File: src/rtl/rxs_pkg.sv
package rxs_pkg;
  typedef enum logic [3:0] {
    ST_IDLE, ST_WALK, ST_RD0, ST_RD1, ST_DATA, ST_WB, ST_TDRAIN, ST_ARM, ST_DRAIN
  } rxs_state_e;

  // descriptor flag bit positions (software decodes these)
  localparam int F_EMPTY  = 15;
  localparam int F_WRAP   = 13;
  localparam int F_LAST   = 11;
  localparam int F_LENERR = 5;
  localparam int F_TRUNC  = 0;

  // register indices
  localparam logic [2:0] REG_CTRL = 3'd0;
  localparam logic [2:0] REG_KICK = 3'd1;
  localparam logic [2:0] REG_RING = 3'd2;
  localparam logic [2:0] REG_BSZ  = 3'd3;
  localparam logic [2:0] REG_RCTL = 3'd4;

  localparam int          BSW       = 11;
  localparam logic [10:0] BSZ_MAX   = 11'h7F0;
  localparam logic [31:0] RCTL_RST  = 32'h05EE0001;
  localparam logic [31:0] RCTL_MASK = 32'h07FF003F;
  localparam int          EN_BIT    = 24;
endpackage

File: src/rtl/rxs_regs.sv
module rxs_regs import rxs_pkg::*; #(
  parameter int AW = 32
) (
  input  logic           clk,
  input  logic           rst,
  input  logic           reg_wr,
  input  logic [2:0]     reg_addr,
  input  logic [31:0]    reg_wdata,
  output logic [31:0]    reg_rdata,
  input  logic           rx_en,
  output logic           ctrl_en,
  output logic [AW-1:0]  ring_base,
  output logic [BSW-1:0] buf_size,
  output logic [15:0]    max_frm,
  output logic           kick,
  output logic           ring_wr
);
  logic [31:0] rctl_q;
  logic [31:0] rd_mux;

  always_ff @(posedge clk) begin
    if (rst) begin
      ctrl_en   <= 1'b0;
      ring_base <= '0;
      buf_size  <= BSZ_MAX;
      rctl_q    <= RCTL_RST;
      kick      <= 1'b0;
      ring_wr   <= 1'b0;
      reg_rdata <= '0;
    end else begin
      kick      <= reg_wr && (reg_addr == REG_KICK);
      ring_wr   <= reg_wr && (reg_addr == REG_RING);
      reg_rdata <= rd_mux;
      if (reg_wr) begin
        case (reg_addr)
          REG_CTRL: ctrl_en   <= reg_wdata[0];
          REG_RING: ring_base <= {reg_wdata[AW-1:2], 2'b00};
          REG_BSZ:  buf_size  <= (reg_wdata[10:4] == 7'd0) ? BSZ_MAX : {reg_wdata[10:4], 4'h0};
          REG_RCTL: rctl_q    <= reg_wdata & RCTL_MASK;
          default: ;
        endcase
      end
    end
  end

  always_comb begin
    rd_mux = '0;
    case (reg_addr)
      REG_CTRL: rd_mux[0] = ctrl_en;
      REG_KICK: rd_mux[EN_BIT] = rx_en;
      REG_RING: rd_mux[AW-1:0] = ring_base;
      REG_BSZ:  rd_mux[BSW-1:0] = buf_size;
      REG_RCTL: rd_mux = rctl_q;
      default:  rd_mux = '0;
    endcase
  end

  assign max_frm = rctl_q[31:16];
endmodule

File: src/rtl/rxs_len_calc.sv
module rxs_len_calc #(
  parameter int LW   = 16,
  parameter int MAXF = 2032
) (
  input  logic [LW-1:0] frm_len,
  input  logic [15:0]   max_frm,
  output logic [LW-1:0] eff_len,
  output logic          trunc,
  output logic          lenerr
);
  localparam logic [LW-1:0] CAP = LW'(MAXF);

  always_comb begin
    trunc   = frm_len > CAP;
    eff_len = trunc ? CAP : frm_len;
    lenerr  = trunc || (32'(eff_len) > 32'(max_frm));
  end
endmodule

File: src/rtl/rxs_fsm.sv
module rxs_fsm import rxs_pkg::*; #(
  parameter int AW = 32,
  parameter int LW = 16
) (
  input  logic           clk,
  input  logic           rst,
  input  logic           ctrl_en,
  input  logic [AW-1:0]  ring_base,
  input  logic [BSW-1:0] buf_size,
  input  logic           kick,
  input  logic           ring_wr,
  input  logic [LW-1:0]  eff_len,
  input  logic           trunc,
  input  logic           lenerr,
  input  logic           s_valid,
  input  logic           s_last,
  input  logic [7:0]     s_data,
  output logic           s_ready,
  output logic           mem_req,
  output logic           mem_we,
  output logic           mem_byte,
  output logic [AW-1:0]  mem_addr,
  output logic [31:0]    mem_wdata,
  input  logic           mem_ack,
  input  logic [31:0]    mem_rdata,
  output logic           evt_rxb,
  output logic           evt_rxf,
  output logic           rx_en
);
  rxs_state_e    state;
  logic [AW-1:0] cur, wp, baddr;
  logic [LW-1:0] want, rem, nbuf, boff;
  logic [15:0]   dflags, wb_flags;
  logic          f_tr, f_lg, kick_pend;

  wire [LW-1:0]  bsz      = LW'(buf_size);
  wire [15:0]    rd_flags = mem_rdata[31:16];
  wire           done     = mem_req && mem_ack;
  wire           last_buf = (rem == nbuf);
  wire [AW-1:0]  walk_nx  = rd_flags[F_WRAP] ? ring_base : wp + AW'(8);
  wire [AW-1:0]  wb_nx    = dflags[F_WRAP] ? ring_base : wp + AW'(8);

  always_comb begin
    wb_flags = dflags;
    wb_flags[F_EMPTY] = 1'b0;
    if (last_buf) begin
      wb_flags[F_LAST]   = 1'b1;
      wb_flags[F_LENERR] = dflags[F_LENERR] | f_lg;
      wb_flags[F_TRUNC]  = dflags[F_TRUNC] | f_tr;
    end
  end

  always_comb begin
    mem_req = 1'b0; mem_we = 1'b0; mem_byte = 1'b0;
    mem_addr = wp; mem_wdata = '0;
    case (state)
      ST_WALK, ST_RD0: mem_req = 1'b1;
      ST_RD1: begin mem_req = 1'b1; mem_addr = wp + AW'(4); end
      ST_ARM: begin mem_req = 1'b1; mem_addr = cur; end
      ST_DATA: begin
        mem_req = s_valid; mem_we = 1'b1; mem_byte = 1'b1;
        mem_addr = baddr + AW'(boff); mem_wdata = {24'd0, s_data};
      end
      ST_WB: begin mem_req = 1'b1; mem_we = 1'b1; mem_wdata = {wb_flags, 16'(nbuf)}; end
      default: ;
    endcase
  end

  assign s_ready = ((state == ST_DATA) && done) || (state == ST_TDRAIN) || (state == ST_DRAIN);

  always_ff @(posedge clk) begin
    if (rst) begin
      state <= ST_IDLE; cur <= '0; wp <= '0; baddr <= '0;
      want <= '0; rem <= '0; nbuf <= '0; boff <= '0; dflags <= '0;
      f_tr <= 1'b0; f_lg <= 1'b0; kick_pend <= 1'b0; rx_en <= 1'b0;
      evt_rxb <= 1'b0; evt_rxf <= 1'b0;
    end else begin
      evt_rxb <= 1'b0;
      evt_rxf <= 1'b0;
      if (kick && ctrl_en && !rx_en) kick_pend <= 1'b1;
      case (state)
        ST_IDLE:
          if (kick_pend) state <= ST_ARM;
          else if (s_valid) begin
            f_tr <= trunc; f_lg <= lenerr;
            rem <= eff_len; want <= eff_len; wp <= cur;
            state <= rx_en ? ST_WALK : ST_DRAIN;
          end
        ST_WALK:
          if (done) begin
            if (!rd_flags[F_EMPTY]) state <= ST_DRAIN;
            else if (want <= bsz) begin wp <= cur; state <= ST_RD0; end
            else begin want <= want - bsz; wp <= walk_nx; end
          end
        ST_RD0:
          if (done) begin
            dflags <= rd_flags;
            nbuf   <= (rem < bsz) ? rem : bsz;
            state  <= ST_RD1;
          end
        ST_RD1:
          if (done) begin baddr <= mem_rdata[AW-1:0]; boff <= '0; state <= ST_DATA; end
        ST_DATA:
          if (done) begin
            boff <= boff + LW'(1);
            if (boff + LW'(1) == nbuf) state <= ST_WB;
          end
        ST_WB:
          if (done) begin
            rem <= rem - nbuf;
            wp  <= wb_nx;
            if (last_buf) begin
              evt_rxf <= 1'b1;
              cur     <= wb_nx;
              state   <= f_tr ? ST_TDRAIN : ST_ARM;
            end else begin
              evt_rxb <= 1'b1;
              state   <= ST_RD0;
            end
          end
        ST_TDRAIN: if (s_valid && s_last) state <= ST_ARM;
        ST_ARM:
          if (done) begin
            rx_en     <= rd_flags[F_EMPTY] && ctrl_en;
            kick_pend <= 1'b0;
            state     <= ST_IDLE;
          end
        ST_DRAIN: if (s_valid && s_last) state <= ST_IDLE;
        default: state <= ST_IDLE;
      endcase
      if (ring_wr) cur <= ring_base;
      if (!ctrl_en) rx_en <= 1'b0;
    end
  end
endmodule

File: src/rtl/rx_scatter_engine.sv
module rx_scatter_engine import rxs_pkg::*; #(
  parameter int AW   = 32,
  parameter int LW   = 16,
  parameter int MAXF = 2032
) (
  input  logic          clk,
  input  logic          rst,
  input  logic          reg_wr,
  input  logic [2:0]    reg_addr,
  input  logic [31:0]   reg_wdata,
  output logic [31:0]   reg_rdata,
  input  logic          s_valid,
  output logic          s_ready,
  input  logic [7:0]    s_data,
  input  logic          s_last,
  input  logic [LW-1:0] s_len,
  output logic          mem_req,
  output logic          mem_we,
  output logic          mem_byte,
  output logic [AW-1:0] mem_addr,
  output logic [31:0]   mem_wdata,
  input  logic          mem_ack,
  input  logic [31:0]   mem_rdata,
  output logic          evt_rxb,
  output logic          evt_rxf
);
  logic           ctrl_en, rx_en, kick, ring_wr, trunc, lenerr;
  logic [AW-1:0]  ring_base;
  logic [BSW-1:0] buf_size;
  logic [15:0]    max_frm;
  logic [LW-1:0]  eff_len;

  rxs_regs #(.AW(AW)) u_regs (
    .clk(clk), .rst(rst), .reg_wr(reg_wr), .reg_addr(reg_addr),
    .reg_wdata(reg_wdata), .reg_rdata(reg_rdata), .rx_en(rx_en),
    .ctrl_en(ctrl_en), .ring_base(ring_base), .buf_size(buf_size),
    .max_frm(max_frm), .kick(kick), .ring_wr(ring_wr)
  );

  rxs_len_calc #(.LW(LW), .MAXF(MAXF)) u_len (
    .frm_len(s_len), .max_frm(max_frm), .eff_len(eff_len),
    .trunc(trunc), .lenerr(lenerr)
  );

  rxs_fsm #(.AW(AW), .LW(LW)) u_fsm (
    .clk(clk), .rst(rst), .ctrl_en(ctrl_en), .ring_base(ring_base),
    .buf_size(buf_size), .kick(kick), .ring_wr(ring_wr), .eff_len(eff_len),
    .trunc(trunc), .lenerr(lenerr), .s_valid(s_valid), .s_last(s_last),
    .s_data(s_data), .s_ready(s_ready), .mem_req(mem_req), .mem_we(mem_we),
    .mem_byte(mem_byte), .mem_addr(mem_addr), .mem_wdata(mem_wdata),
    .mem_ack(mem_ack), .mem_rdata(mem_rdata), .evt_rxb(evt_rxb),
    .evt_rxf(evt_rxf), .rx_en(rx_en)
  );
endmodule

File: config.mk
export PLATFORM = sky130hd
export DESIGN_NAME = rx_scatter_engine
export DESIGN_NICKNAME = d
export VERILOG_FILES = /design/src/rtl/rxs_pkg.sv /design/src/rtl/rxs_regs.sv /design/src/rtl/rxs_len_calc.sv /design/src/rtl/rxs_fsm.sv /design/src/rtl/rx_scatter_engine.sv
export SDC_FILE = /design/constraint.sdc
export NUM_CORES = 1
export LEC_CHECK = 0
export ABC_AREA = 1
export BUFFER_PORTS_ARGS = -buffer_cell sky130_fd_sc_hd__buf_2
export CORE_MARGIN = 2
export CORE_UTILIZATION = 52
export CTS_CLUSTER_DIAMETER = 80
export DETAILED_ROUTE_END_ITERATION = 6
export GPL_TIMING_DRIVEN = 0
export PLACE_DENSITY = 0.77
export SETUP_SLACK_MARGIN = 0.5
export SYNTH_ARGS = -nofsm -noshare
export SYNTH_HDL_FRONTEND = slang
export SYNTH_SLANG_ARGS = --single-unit
File: constraint.sdc
create_clock -name clk -period 6.5 [get_ports clk]
set_clock_uncertainty 0.05 [all_clocks]
set_input_delay 0.325 -clock clk [delete_from_list [all_inputs] [get_ports clk]]
set_output_delay 0.325 -clock clk [all_outputs]
set_load 0.1 [all_outputs]
==> After elaboration in Yosys (flattened, before gate mapping) <==
Index checks and enable logic that the tools add are counted.
{ "op_classes": {"eq_ne": 29, "n_reduce_logical": 40, "bitwise_logic": 6, "muxes": 62, "n_lt_le_gt_ge": 4, "addsub": 6} }
{ "op_table": {"columns": ["op", "count"], "rows": [
  ["32-bit two-way mux", 12],
  ["32-bit case mux with 3 select lines", 2],
  ["16-bit two-way mux", 10],
  ["16-bit case mux with 2 select lines", 3],
  ["31-bit case mux with 2 select lines", 1],
  ["4-bit two-way mux", 15],
  ["4-bit case mux with 9 select lines", 1],
  ["32-bit by 16-bit adder with 32-bit output", 1],
  ["32-bit by 3-bit adder with 32-bit output (second input constant)", 1],
  ["32-bit by 4-bit adder with 32-bit output (second input constant)", 1],
  ["16-bit equality test", 2],
  ["10-bit case mux with 3 select lines", 1],
  ["13-bit case mux with 2 select lines", 1],
  ["16-bit by 1-bit adder with 16-bit output (second input constant)", 1],
  ["4-bit by 3-bit equality test with 1-bit output (second input constant)", 4],
  ["16-bit by 11-bit > comparator with 1-bit output", 1],
  ["16-bit by 11-bit > comparator with 1-bit output (second input constant)", 1],
  ["16-bit by 11-bit <= comparator with 1-bit output", 1],
  ["16-bit by 11-bit < comparator with 1-bit output", 1],
  ["16-bit by 11-bit subtractor with 16-bit output", 1],
  ["16-bit subtractor", 1],
  ["2-bit inequality test (second input constant)", 7],
  ["7-bit case mux with 2 select lines", 1],
  ["2-bit AND reduction", 7],
  ["29 further kinds", 70]
]} }
{ "totals": {"regBits": 278, "out_inout_bits": 102} }

==> Longest topological paths before layout <==
Gate-level depths: netlist of the first run.
{ "logic_depth": {"depth_word": 7, "depth_mapped": 18, "mapped_depth_nobuf": 18} }

==> Cells and area by module <==
A second synthesis of the first run with hierarchy kept.
{ "unflattened": {"cells_unflattened": 2990, "hier_area_um2": 18647.9} }
{ "by_module_without_submodules": {"columns": ["module", "area_per_inst_um2", "instances", "seq_area_each_um2", "cells_per_inst"], "rows": [
  ["rxs_fsm", 14492.6, 1, 3703.6, 2429],
  ["rxs_regs", 3554.7, 1, 1781.7, 457],
  ["rxs_len_calc", 600.6, 1, 0.0, 104]
]} }

==> Worst setup path before layout of the first run <==
Ideal clock, no wire load.
{ "synth_timing": {"path_type": "flip-flop to output port", "from": "register u_fsm.boff[0]", "to": "output mem_addr[22]", "arrival_ps": 4061, "stages_incl_launch_ff": 12, "slack_ps": 2064, "n_path_buf": 0, "t_required_ps": 6125, "path_cell_list": "dfxtp_1 > ha_1 > fa_1 > nand2_1 > a21oi_1 > a21boi_0 > o21ai_0 > nand2_1 > nand2_1 > inv_1 > o21ai_0 > o21ai_0"} }
{ "synth_between": {"elab_chain_cells": 2} }
{ "synth_rtl": {"columns": ["element", "line_no", "text"], "rows": [
  ["from (decl)", "rxs_fsm.sv:32", "logic [LW-1:0] want, rem, nbuf, boff;"],
  ["from (signal assigned)", "rxs_fsm.sv:105", "boff <= boff + LW'(1);"],
  ["32-bit by 16-bit adder with 32-bit output", "rxs_fsm.sv:62", "mem_addr = baddr + AW'(boff); mem_wdata = {24'd0, s_data};"],
  ["32-bit case mux with 3 select lines", "rxs_fsm.sv:56", "case (state)"],
  ["to (decl)", "rx_scatter_engine.sv:20", "output logic [AW-1:0] mem_addr,"]
]} }
No other way between the ends.

==> Worst setup path in the final report of the first run <==
{ "layout_timing": {"from": "register u_fsm.boff[0]", "to": "output mem_addr[16]"} }
The elaborated chain is that of the path after synthesis.

==> run summary, run 1 <==
Timing analysis after detailed placement gives a worst setup slack of 2.583 ns. In this run, synthesis inferred 0 flip-flops with an integrated enable. The number of sinks driven by the clock tree was 274. Synthesized-area fraction occupied by xor and xnor cells: 0.02845. In this run the power density over the cells is 403.7 mW/mm2.

The horizontal extent of the die came out at 184.9 um. For this run, design rule violations remaining after detail routing come to 0. In this run the worst path has a maximum fanout of 9. Data arrives at the worst endpoint at 4.23 ns.

STA classifies the critical path startpoint as a flop. The run gives 0 as the number of gates resized after cts. The adder-cell share of the synthesized area came out at 0.04470.

The worst setup path is of the reg -> out kind. Count of input and output buffers: 196. Final worst-path cycle share: 0.7087. TritonCTS built the clock tree.

The clock passes through at most 3 buffers. Number of max-slew violations in the final report: 0. The final critical path time including I/O delays and setup was 4.607 ns.

For this run, the leading register cell type out of synthesis is sky130_fd_sc_hd__dfxtp_1. The post-synthesis mux area share is 0. Transition at the pin with the smallest max-transition slack: 0.9832 ns. For this run, the detailed router's first-pass iteration total came to 6. The floorplan has 66 rows.

The compound-gate portion of the synthesized area is 0.2328. At the later pin of the worst-skew pair, clock insertion delay measures 0.61 ns. The analysis attributes to cell leakage a power of 8.712 nW. After synthesis, the largest family of logic cells by area is simple AND/OR/NAND/NOR gates. Synthesis produced 2608 cells.

Ranked by total cell area, the synthesized netlist is headed by sky130_fd_sc_hd__dfxtp_1 32%, sky130_fd_sc_hd__nand2_1 13%, sky130_fd_sc_hd__a21oi_1 8.3%. The total wire length after detailed routing came out at 73.22 mm. The area of the die was 0.03419 mm2.

The cell chosen for the clock root is sky130_fd_sc_hd__clkbuf_16. In the final design database the tool counted 3039 nets. Final number of setup-violating endpoints: 0.

The sum of negative setup slack came out at 0 ns. Entering global routing, the biggest net connects 16 pins. The DRC marker count from the first detailed-route iteration was 2412.

For the count of vias placed by the detailed router, the log shows 19950. Fraction of registers with async set or reset after synthesis: 0. The simple logic cell fraction of the synthesized area is 0.2730. Setup repair after global routing left no endpoint under its margin.

At the worst endpoint, the required time is 6.12 ns. For the relative slew slack, the log shows 0.3446. VDD sags by at most 0.0002597 V. The initial core utilization is 0.5258, and the initial antenna violation count is 2. H-tree level count: 1. Leading area contributor after synthesis: sky130_fd_sc_hd__dfxtp_1.

The tools report the estimated wirelength of the detail-placed design as 56.37 mm. The area of the core was 0.03237 mm2; the via count normalized by instance count was 5.956. The first global-routing pass estimated 107.8 mm of wire. During synthesis, Yosys emitted a total of 0 warnings. The run finished with clean final reports. The mapped netlist covers 0.01702 mm2. The tools report the number of hold violations in the final report as 0. In this run the worst hold path is classified as in -> reg.

Static timing analysis puts the maximum clock frequency at 217.1 MHz. The fraction of layout cells with a size suffix above 1 was 0.1167; the clock-pin slew of the registers on the worst-case setup and hold paths was 0.06 ns. The proportion of synthesized chip area in sequential cells was 0.3223.

Dividing the detail-routed wire length by the instance count gives 21.86 um. The netlist uses 61 different library cells. Routability-driven placement finished with a final weighted congestion of 0.9901.

The number of maximum-capacitance violations is 0, and the total routing usage reported by global routing is 0.4185. The synthesized design contains 274 register bits. TritonCTS created 30 clock buffers.

The run gives 199 as the I/O pin total. STA classifies the critical path endpoint as a primary output. Setup slack closes at 1.893 ns. After synthesis, the mean cell area works out to 6.526 um2. The die is 184.9 um tall. The synthesized netlist net count is 2764, and the number of global-route vias before repair is 18220. The total overflow left after global routing is 0. From synthesis to final layout, the design area changed by 18.67%. The detail route stage leaves a number of antenna-violating nets equal to 0. The top cell type's share of synthesized area works out to 0.3223.
[synth_stat cells, types with 8 or more instances]
master	n
sky130_fd_sc_hd__nand2_1	603
sky130_fd_sc_hd__inv_1	288
sky130_fd_sc_hd__a21oi_1	282
sky130_fd_sc_hd__dfxtp_1	274
sky130_fd_sc_hd__o21ai_0	246
sky130_fd_sc_hd__nor2_1	234
sky130_fd_sc_hd__nand3_1	126
sky130_fd_sc_hd__clkbuf_1	84
sky130_fd_sc_hd__ha_1	56
sky130_fd_sc_hd__o211ai_1	53
sky130_fd_sc_hd__nor3_1	48
sky130_fd_sc_hd__xor2_1	38
sky130_fd_sc_hd__nand4_1	36
sky130_fd_sc_hd__a31oi_1	27
sky130_fd_sc_hd__buf_2	25
sky130_fd_sc_hd__a211oi_1	17
sky130_fd_sc_hd__o2111ai_1	15
sky130_fd_sc_hd__a22oi_1	13
sky130_fd_sc_hd__inv_2	11
sky130_fd_sc_hd__or2_2	11
sky130_fd_sc_hd__a21o_1	9
sky130_fd_sc_hd__o22ai_1	8
[critical path, stage by stage (launching register included)]
cell and delay (ns):
sky130_fd_sc_hd__dfxtp_1 0.39, sky130_fd_sc_hd__ha_1 0.27, sky130_fd_sc_hd__fa_1 0.39, sky130_fd_sc_hd__nand2_1 0.10, sky130_fd_sc_hd__a21oi_1 0.12, sky130_fd_sc_hd__a21boi_0 0.35
sky130_fd_sc_hd__o21ai_0 0.33, sky130_fd_sc_hd__nand2_1 0.13, sky130_fd_sc_hd__nand2_1 0.23, sky130_fd_sc_hd__o21ai_0 0.70, sky130_fd_sc_hd__o2111ai_1 0.28, sky130_fd_sc_hd__buf_2 0.37
[metrics by stage]
| stage | util | total power [W] | area [um2] | std cells | hold slack (ns) |
|---|---|---|---|---|---|
| floorplan | - | 0.004966 | 17020 | 2608 | 0.3732 |
| global placement | 0.5732 | 0.005938 | 18550 | 3246 | 0.3898 |
| detailed placement | 0.5732 | 0.005990 | 18550 | 3246 | 0.3989 |
| CTS | 0.6238 | 0.008012 | 20190 | 3348 | 0.0009772 |
| global route | 0.6239 | 0.008482 | 20200 | 3350 | 0.006904 |
| finish | 0.6239 | 0.008153 | 20200 | 3350 | 0.004642 |
[final cells by class]
class	count	area (um2)
diodes	2	5.005
inverters	301	1132
well taps	442	553.0
fillers	3053	12170
plain buffers	125	544.3
repair buffers	243	1451
flip-flops and latches	274	5485
clock buffers	38	860.8
clock inverters	17	306.5
multi-input cells	1908	9858
[cells by family (layout without fill, tap and decap cells)]
family,Yosys count,in the layout
adder cells (fa/ha/maj),59,59
other,1,3
flip-flops,274,274
XOR/XNOR,49,49
AND/OR/NAND/NOR,1098,1098
AO/OA/AOI/OAI,701,701
buffers and inverters,426,724
[final timing paths]
check	start	cells after the start	slack (ns)	endpoint
worst max-delay path	u_fsm.boff[0]$_SDFFE_PP0P_	11	1.89	mem_addr[16]
worst min-delay path	reg_wdata[29]	3	0.005	u_regs.ring_base[29]$_SDFFE_PP0P_
worst max register to register	u_fsm.wp[3]$_SDFFE_PP0P_	13	3.07	u_fsm.wp[19]$_SDFFE_PP0P_
worst min register to register	u_fsm.dflags[3]$_SDFFE_PP0P_	2	0.41	u_fsm.dflags[3]$_SDFFE_PP0P_
[report_power, final]
part	internal, W	switching, W	leakage (nW)
Combinational	0.000988	0.00298	5.92
Clock	0.00125	0.000765	0.563
Sequential	0.00191	0.000256	2.23
Total	0.00415	0.00400	8.71
[flip-flops by register name, indices dropped and copies added (netlist names), 4 cells and up]
signal	count
u_fsm.baddr	32
u_fsm.cur	32
u_fsm.wp	32
u_regs.reg_rdata	32
u_regs.ring_base	30
u_regs.rctl_q	17
u_fsm.boff	16
u_fsm.nbuf	16
u_fsm.rem	16
u_fsm.want	16
u_fsm.dflags	15
u_regs.buf_size	7
u_fsm.state	4
[layer usage]
| metal | routed length [um] | vias to the layer above | track usage |
|---|---|---|---|
| li1 | - | 9270 | - |
| met1 | 29650 | 9207 | 0.5574 |
| met2 | 30940 | 1278 | 0.6343 |
| met3 | 8456 | 196 | 0.09241 |
| met4 | 4123 | 2 | 0.2149 |
| met5 | 50 | - | 0.008889 |
[what timing repair did]
action | 4_1_cts | 5_1_grt
setup buffers | 0 | 0
endpoints found under the hold margin | 56 | 0
hold buffers | 47 | 0
[cell usage in the layout (no fill, tap or decap), types with 7 or more instances in the layout]
cell type,synthesis,final
sky130_fd_sc_hd__nand2_1,603,603
sky130_fd_sc_hd__inv_1,288,288
sky130_fd_sc_hd__a21oi_1,282,282
sky130_fd_sc_hd__dfxtp_1,274,274
sky130_fd_sc_hd__o21ai_0,246,246
sky130_fd_sc_hd__nor2_1,234,234
sky130_fd_sc_hd__buf_2,25,221
sky130_fd_sc_hd__nand3_1,126,126
sky130_fd_sc_hd__clkbuf_1,84,84
sky130_fd_sc_hd__ha_1,56,56
sky130_fd_sc_hd__o211ai_1,53,53
sky130_fd_sc_hd__nor3_1,48,48
sky130_fd_sc_hd__dlygate4sd3_1,0,47
sky130_fd_sc_hd__xor2_1,38,38
sky130_fd_sc_hd__nand4_1,36,36
sky130_fd_sc_hd__clkbuf_16,0,30
sky130_fd_sc_hd__a31oi_1,27,27
sky130_fd_sc_hd__a211oi_1,17,17
sky130_fd_sc_hd__o2111ai_1,15,15
sky130_fd_sc_hd__a22oi_1,13,13
sky130_fd_sc_hd__or2_2,11,11
sky130_fd_sc_hd__inv_2,11,11
sky130_fd_sc_hd__a21o_1,9,9
sky130_fd_sc_hd__o22ai_1,8,8
sky130_fd_sc_hd__clkbuf_8,0,8
sky130_fd_sc_hd__bufinv_16,0,8
sky130_fd_sc_hd__nand3b_1,7,7
sky130_fd_sc_hd__xnor2_1,7,7
sky130_fd_sc_hd__nor2_2,7,7
No activity file was read; power rests on OpenSTA's default activity.
==> run 2, diff against run 1 <==
--- a/config.mk
+++ b/config.mk
@@ -5,14 +5,14 @@
 export SDC_FILE = /design/constraint.sdc
 export NUM_CORES = 1
 export LEC_CHECK = 0
-export ABC_AREA = 1
+export ABC_AREA = 0
 export BUFFER_PORTS_ARGS = -buffer_cell sky130_fd_sc_hd__buf_2
 export CORE_MARGIN = 2
 export CORE_UTILIZATION = 52
 export CTS_CLUSTER_DIAMETER = 80
 export DETAILED_ROUTE_END_ITERATION = 6
 export GPL_TIMING_DRIVEN = 0
-export PLACE_DENSITY = 0.77
+export PLACE_DENSITY = 0.8
 export SETUP_SLACK_MARGIN = 0.5
 export SYNTH_ARGS = -nofsm -noshare
 export SYNTH_HDL_FRONTEND = slang
==> constraint.sdc (replaced) <==
create_clock -name clk -period 4 [get_ports clk]
set_clock_uncertainty 0.05 [all_clocks]
set_input_delay 0.2 -clock clk [delete_from_list [all_inputs] [get_ports clk]]
set_output_delay 0.2 -clock clk [all_outputs]
set_load 0.1 [all_outputs]
==> run summary, run 2 <==
The flow ran to the end, but the final reports show violations. The final reports fail on design-rule violations. The fraction of registers with async set or reset after synthesis was 0; the number of detailed-route iterations in the first pass was 7. The flop and latch count out of synthesis is 274. The critical path in this run is classified as reg -> out. The pin count of the biggest net entering global routing came out at 17. After synthesis, the most frequently instantiated cells are 352 x sky130_fd_sc_hd__nand2_1, 274 x sky130_fd_sc_hd__dfxtp_1, 258 x sky130_fd_sc_hd__nor2_1, 225 x sky130_fd_sc_hd__a21oi_1, 131 x sky130_fd_sc_hd__clkbuf_1. The critical path's largest stage delay was 0.36 ns. The tree is rooted in a sky130_fd_sc_hd__clkbuf_16. The overall die height was 182.7 um.

Maximum vdd drop: 0.0003919 V. After layout, the minimum clock period comes to 3.567 ns. The slowest cell on the critical path was sky130_fd_sc_hd__dfxtp_4.

The most repeated cell in the gate-level netlist after synthesis was sky130_fd_sc_hd__nand2_1. The sum of negative setup slack was 0 ns; the number of cells produced by synthesis was 2236. The area growth from synthesis to layout is 24.42%.

In the post-synthesis netlist, the biggest area contributors are sky130_fd_sc_hd__dfxtp_1 33%, sky130_fd_sc_hd__nand2_1 8.0%, sky130_fd_sc_hd__a21oi_1 6.8%. The number of diodes was 0; the transition at the pin with the smallest max-transition slack was 1.358 ns. The final worst-path cycle share came out at 0.8917.

The number of warning messages in the yosys log came out at 0. The tools report the initial antenna violation count as 0. The path class of the tightest hold or removal check is in -> reg. For the worst setup path, the data required time is 3.75 ns. The run gives 3.32 ns as the arrival time at the worst endpoint. The startpoint of the worst setup timing path is u_fsm.boff[0]$_SDFFE_PP0P_. The remaining routing DRC violations is 1, and the average detailed-routed wire length per instance is 22.87 um. The logs give 0 for the number of max-slew violations in the final report and 274 for the number of sinks driven by the clock tree.

The top cell type's share of synthesized area is 0.3302. The first global-routing pass estimated 102.1 mm of wire. The die covers 0.03339 mm2. In this run the standard cell core region covers 0.03147 mm2. The count of flip-flops with a built-in enable after synthesis works out to 0.

Setup violations remaining at the end of the flow were counted as 0. The most used flip-flop cell after synthesis is sky130_fd_sc_hd__dfxtp_1. The proportion of synthesized chip area in sequential cells is 0.3302, and the total routing usage reported by global routing is 0.3919. The tools report the start point of the worst hold path as s_len[3]. For the estimated wirelength of the detail-placed design, the log shows 50.19 mm. The critical path goes through ha_4 > fa_2 > a21o_1 > a21o_1 > a21oi_4 > o311ai_4 > o2111ai_2 > a311oi_4 > buf_12 > buf_4 > a311o_1 > nand3_2 > buf_12. The horizontal extent of the die is 182.7 um.

The adder-cell share of the synthesized area works out to 0.04639. The average instance in the mapped netlist occupies 7.430 um2. The run gives 8.372 nW as the reported leakage power. Leading area contributor after synthesis: sky130_fd_sc_hd__dfxtp_1. Row generation in the floorplan step produced 65 rows. Setup repair after global routing could not meet its margin everywhere.

The simple logic cell fraction of the synthesized area is 0.2608. In this run the worst path has a maximum fanout of 8. The overall power consumption is 0.01004 W, and the I/O pin total is 199. The synthesized netlist net count was 2392; the fraction of layout cells with a size suffix above 1 was 0.1616. The mapped netlist covers 0.01661 mm2. STA classifies the critical path endpoint as a primary output. The via count normalized by instance count was 6.329. For the worst-skew pair, the clock arrives at the later sink with an insertion delay of 0.59 ns.

STA classifies the critical path startpoint as a flop. For this run, the top clock speed supported by timing is 280.4 MHz. The synthesized-area fraction occupied by xor and xnor cells was 0.04428; the number of hold violations in the final report was 0. The initial core utilization is 0.5278, and the compound-gate portion of the synthesized area is 0.2325. The count of vias placed by the detailed router was 18840; the utilization of the core after routing was 0.6567.

For the total CTS buffers, the log shows 31. Commonest non-fill, non-tap cell in the layout: sky130_fd_sc_hd__nand2_1. For the DRC marker count from the first detailed-route iteration, the log shows 2263. On the final layout, the worst hold slack is 0.02146 ns.

Post-synthesis mux area share: 0.03397. The run gives 90 as the count of unique library cells instantiated by Yosys. Count of input and output buffers: 193. For the overflow left after global routing, the log shows 0.

The number of global-route vias before repair is 17700. Wires add up to 68.07 mm. TritonCTS built the clock tree.

The library cells used most frequently in the layout, excluding fill and tap cells, are 349 x sky130_fd_sc_hd__nand2_1, 264 x sky130_fd_sc_hd__dfxtp_1, 253 x sky130_fd_sc_hd__nor2_1, 218 x sky130_fd_sc_hd__a21oi_1, 180 x sky130_fd_sc_hd__buf_2. Max-cap violations in this run came to 0. In the final design database the tool counted 2706 nets.

By area, the combinational part of the netlist is dominated by simple AND/OR/NAND/NOR gates. After clock tree synthesis, the clock-pin slew on the worst setup and hold paths is 0.06 ns. The power density of the placed cells was 485.8 mW/mm2. The count of antenna-violating nets left after detailed routing was 0. The launch point of the worst reg-to-reg path was u_fsm.nbuf[3]$_SDFFE_PP0P_. The relative slew slack is 0.08662. The H-tree level count is 1, and the weighted congestion reported at the end of routability-driven placement is 1.036. The longest clock path from root to sink contains 3 buffers.
[run 2: cell count changes in the layout (fill, tap and decap cells not counted), moves of 26 or more]
cell / before / now
sky130_fd_sc_hd__a211oi_1: 17 / 51
sky130_fd_sc_hd__a21oi_1: 282 / 218
sky130_fd_sc_hd__and3_1: 0 / 55
sky130_fd_sc_hd__buf_2: 221 / 180
sky130_fd_sc_hd__clkbuf_1: 84 / 110
sky130_fd_sc_hd__inv_1: 288 / 60
sky130_fd_sc_hd__mux2i_1: 0 / 43
sky130_fd_sc_hd__nand2_1: 603 / 349
sky130_fd_sc_hd__nand3_1: 126 / 50
sky130_fd_sc_hd__o21ai_0: 246 / 77
sky130_fd_sc_hd__xnor2_1: 7 / 48
[run 2: routing by layer]
| layer | GRT usage | share of wire | up-vias |
|---|---|---|---|
| li1 | - | - | 8604 |
| met1 | 0.5170 | 0.40 | 8758 |
| met2 | 0.6242 | 0.44 | 1278 |
| met3 | 0.07069 | 0.12 | 202 |
| met4 | 0.1829 | 0.050 | 0 |
| met5 | 0 | 0 | - |
[run 2: kinds of logic after synthesis]
logic type      count (synthesis)
compound gates                601
xor+xnor                       84
fa+ha+maj                      60
buf+inv                       216
flops                         274
mux                            55
other cells                     1
simple gates                  945
[run 2: worst paths after layout]
path                           endpoint  slack (ns)  depth (start not counted)
max                        mem_addr[30]        0.43                         13
max reg2reg   u_fsm.cur[2]$_SDFFE_PP0P_        0.58                         11
min reg2reg  u_fsm.want[0]$_SDFFE_PP0P_        0.40                          2
min          u_fsm.want[3]$_SDFFE_PP0P_        0.02                          4
[run 2: layout make-up]
class	count	area, um2
Tap cell	402	503.0
Multi-Input combinational cell	1746	10680
Fill cell	2692	10800
Clock buffer	41	894.6
Inverter	62	234.0
Clock inverter	17	222.7
Buffer	154	665.6
Sequential cell	274	5508
Timing Repair Buffer	281	1964
[run 2: critical path, delay by kind of cell (launching register included)]
| family | cells | cell delay, ns |
|---|---|---|
| AOI/OAI and AO/OA | 7 | 1.27 |
| adders and majority gates | 2 | 0.49 |
| buffers and inverters | 3 | 0.48 |
| DFF | 1 | 0.36 |
| and+or+nand+nor | 1 | 0.11 |
[run 2: timing repair]
| item | CTS | global route |
|---|---|---|
| setup endpoints to repair | 67 | 76 |
| hold buffers | 67 | 0 |
| hold endpoints to repair | 104 | 0 |
| setup buffers | 10 | 11 |
| gates cloned | 0 | 0 |
| resized for setup | 80 | 85 |
| pin swaps | 15 | 18 |
[run 2: report_power, final]
| part | switching (W) | internal, W |
|---|---|---|
| Clock | 0.00128 | 0.00184 |
| Combinational | 0.00257 | 0.00116 |
| Sequential | 0.000244 | 0.00295 |
[run 2: through the flow]
stage / cell area (um2) / std cells / setup slack (ns)
after floorplan: 16710 / 2236 / 0.05608
after global placement: 18180 / 2831 / 0.1320
after detailed placement: 18180 / 2831 / 0.1514
after CTS: 20350 / 2966 / 0.3742
after global routing: 20670 / 2977 / 0.3673
final: 20670 / 2977 / 0.4330
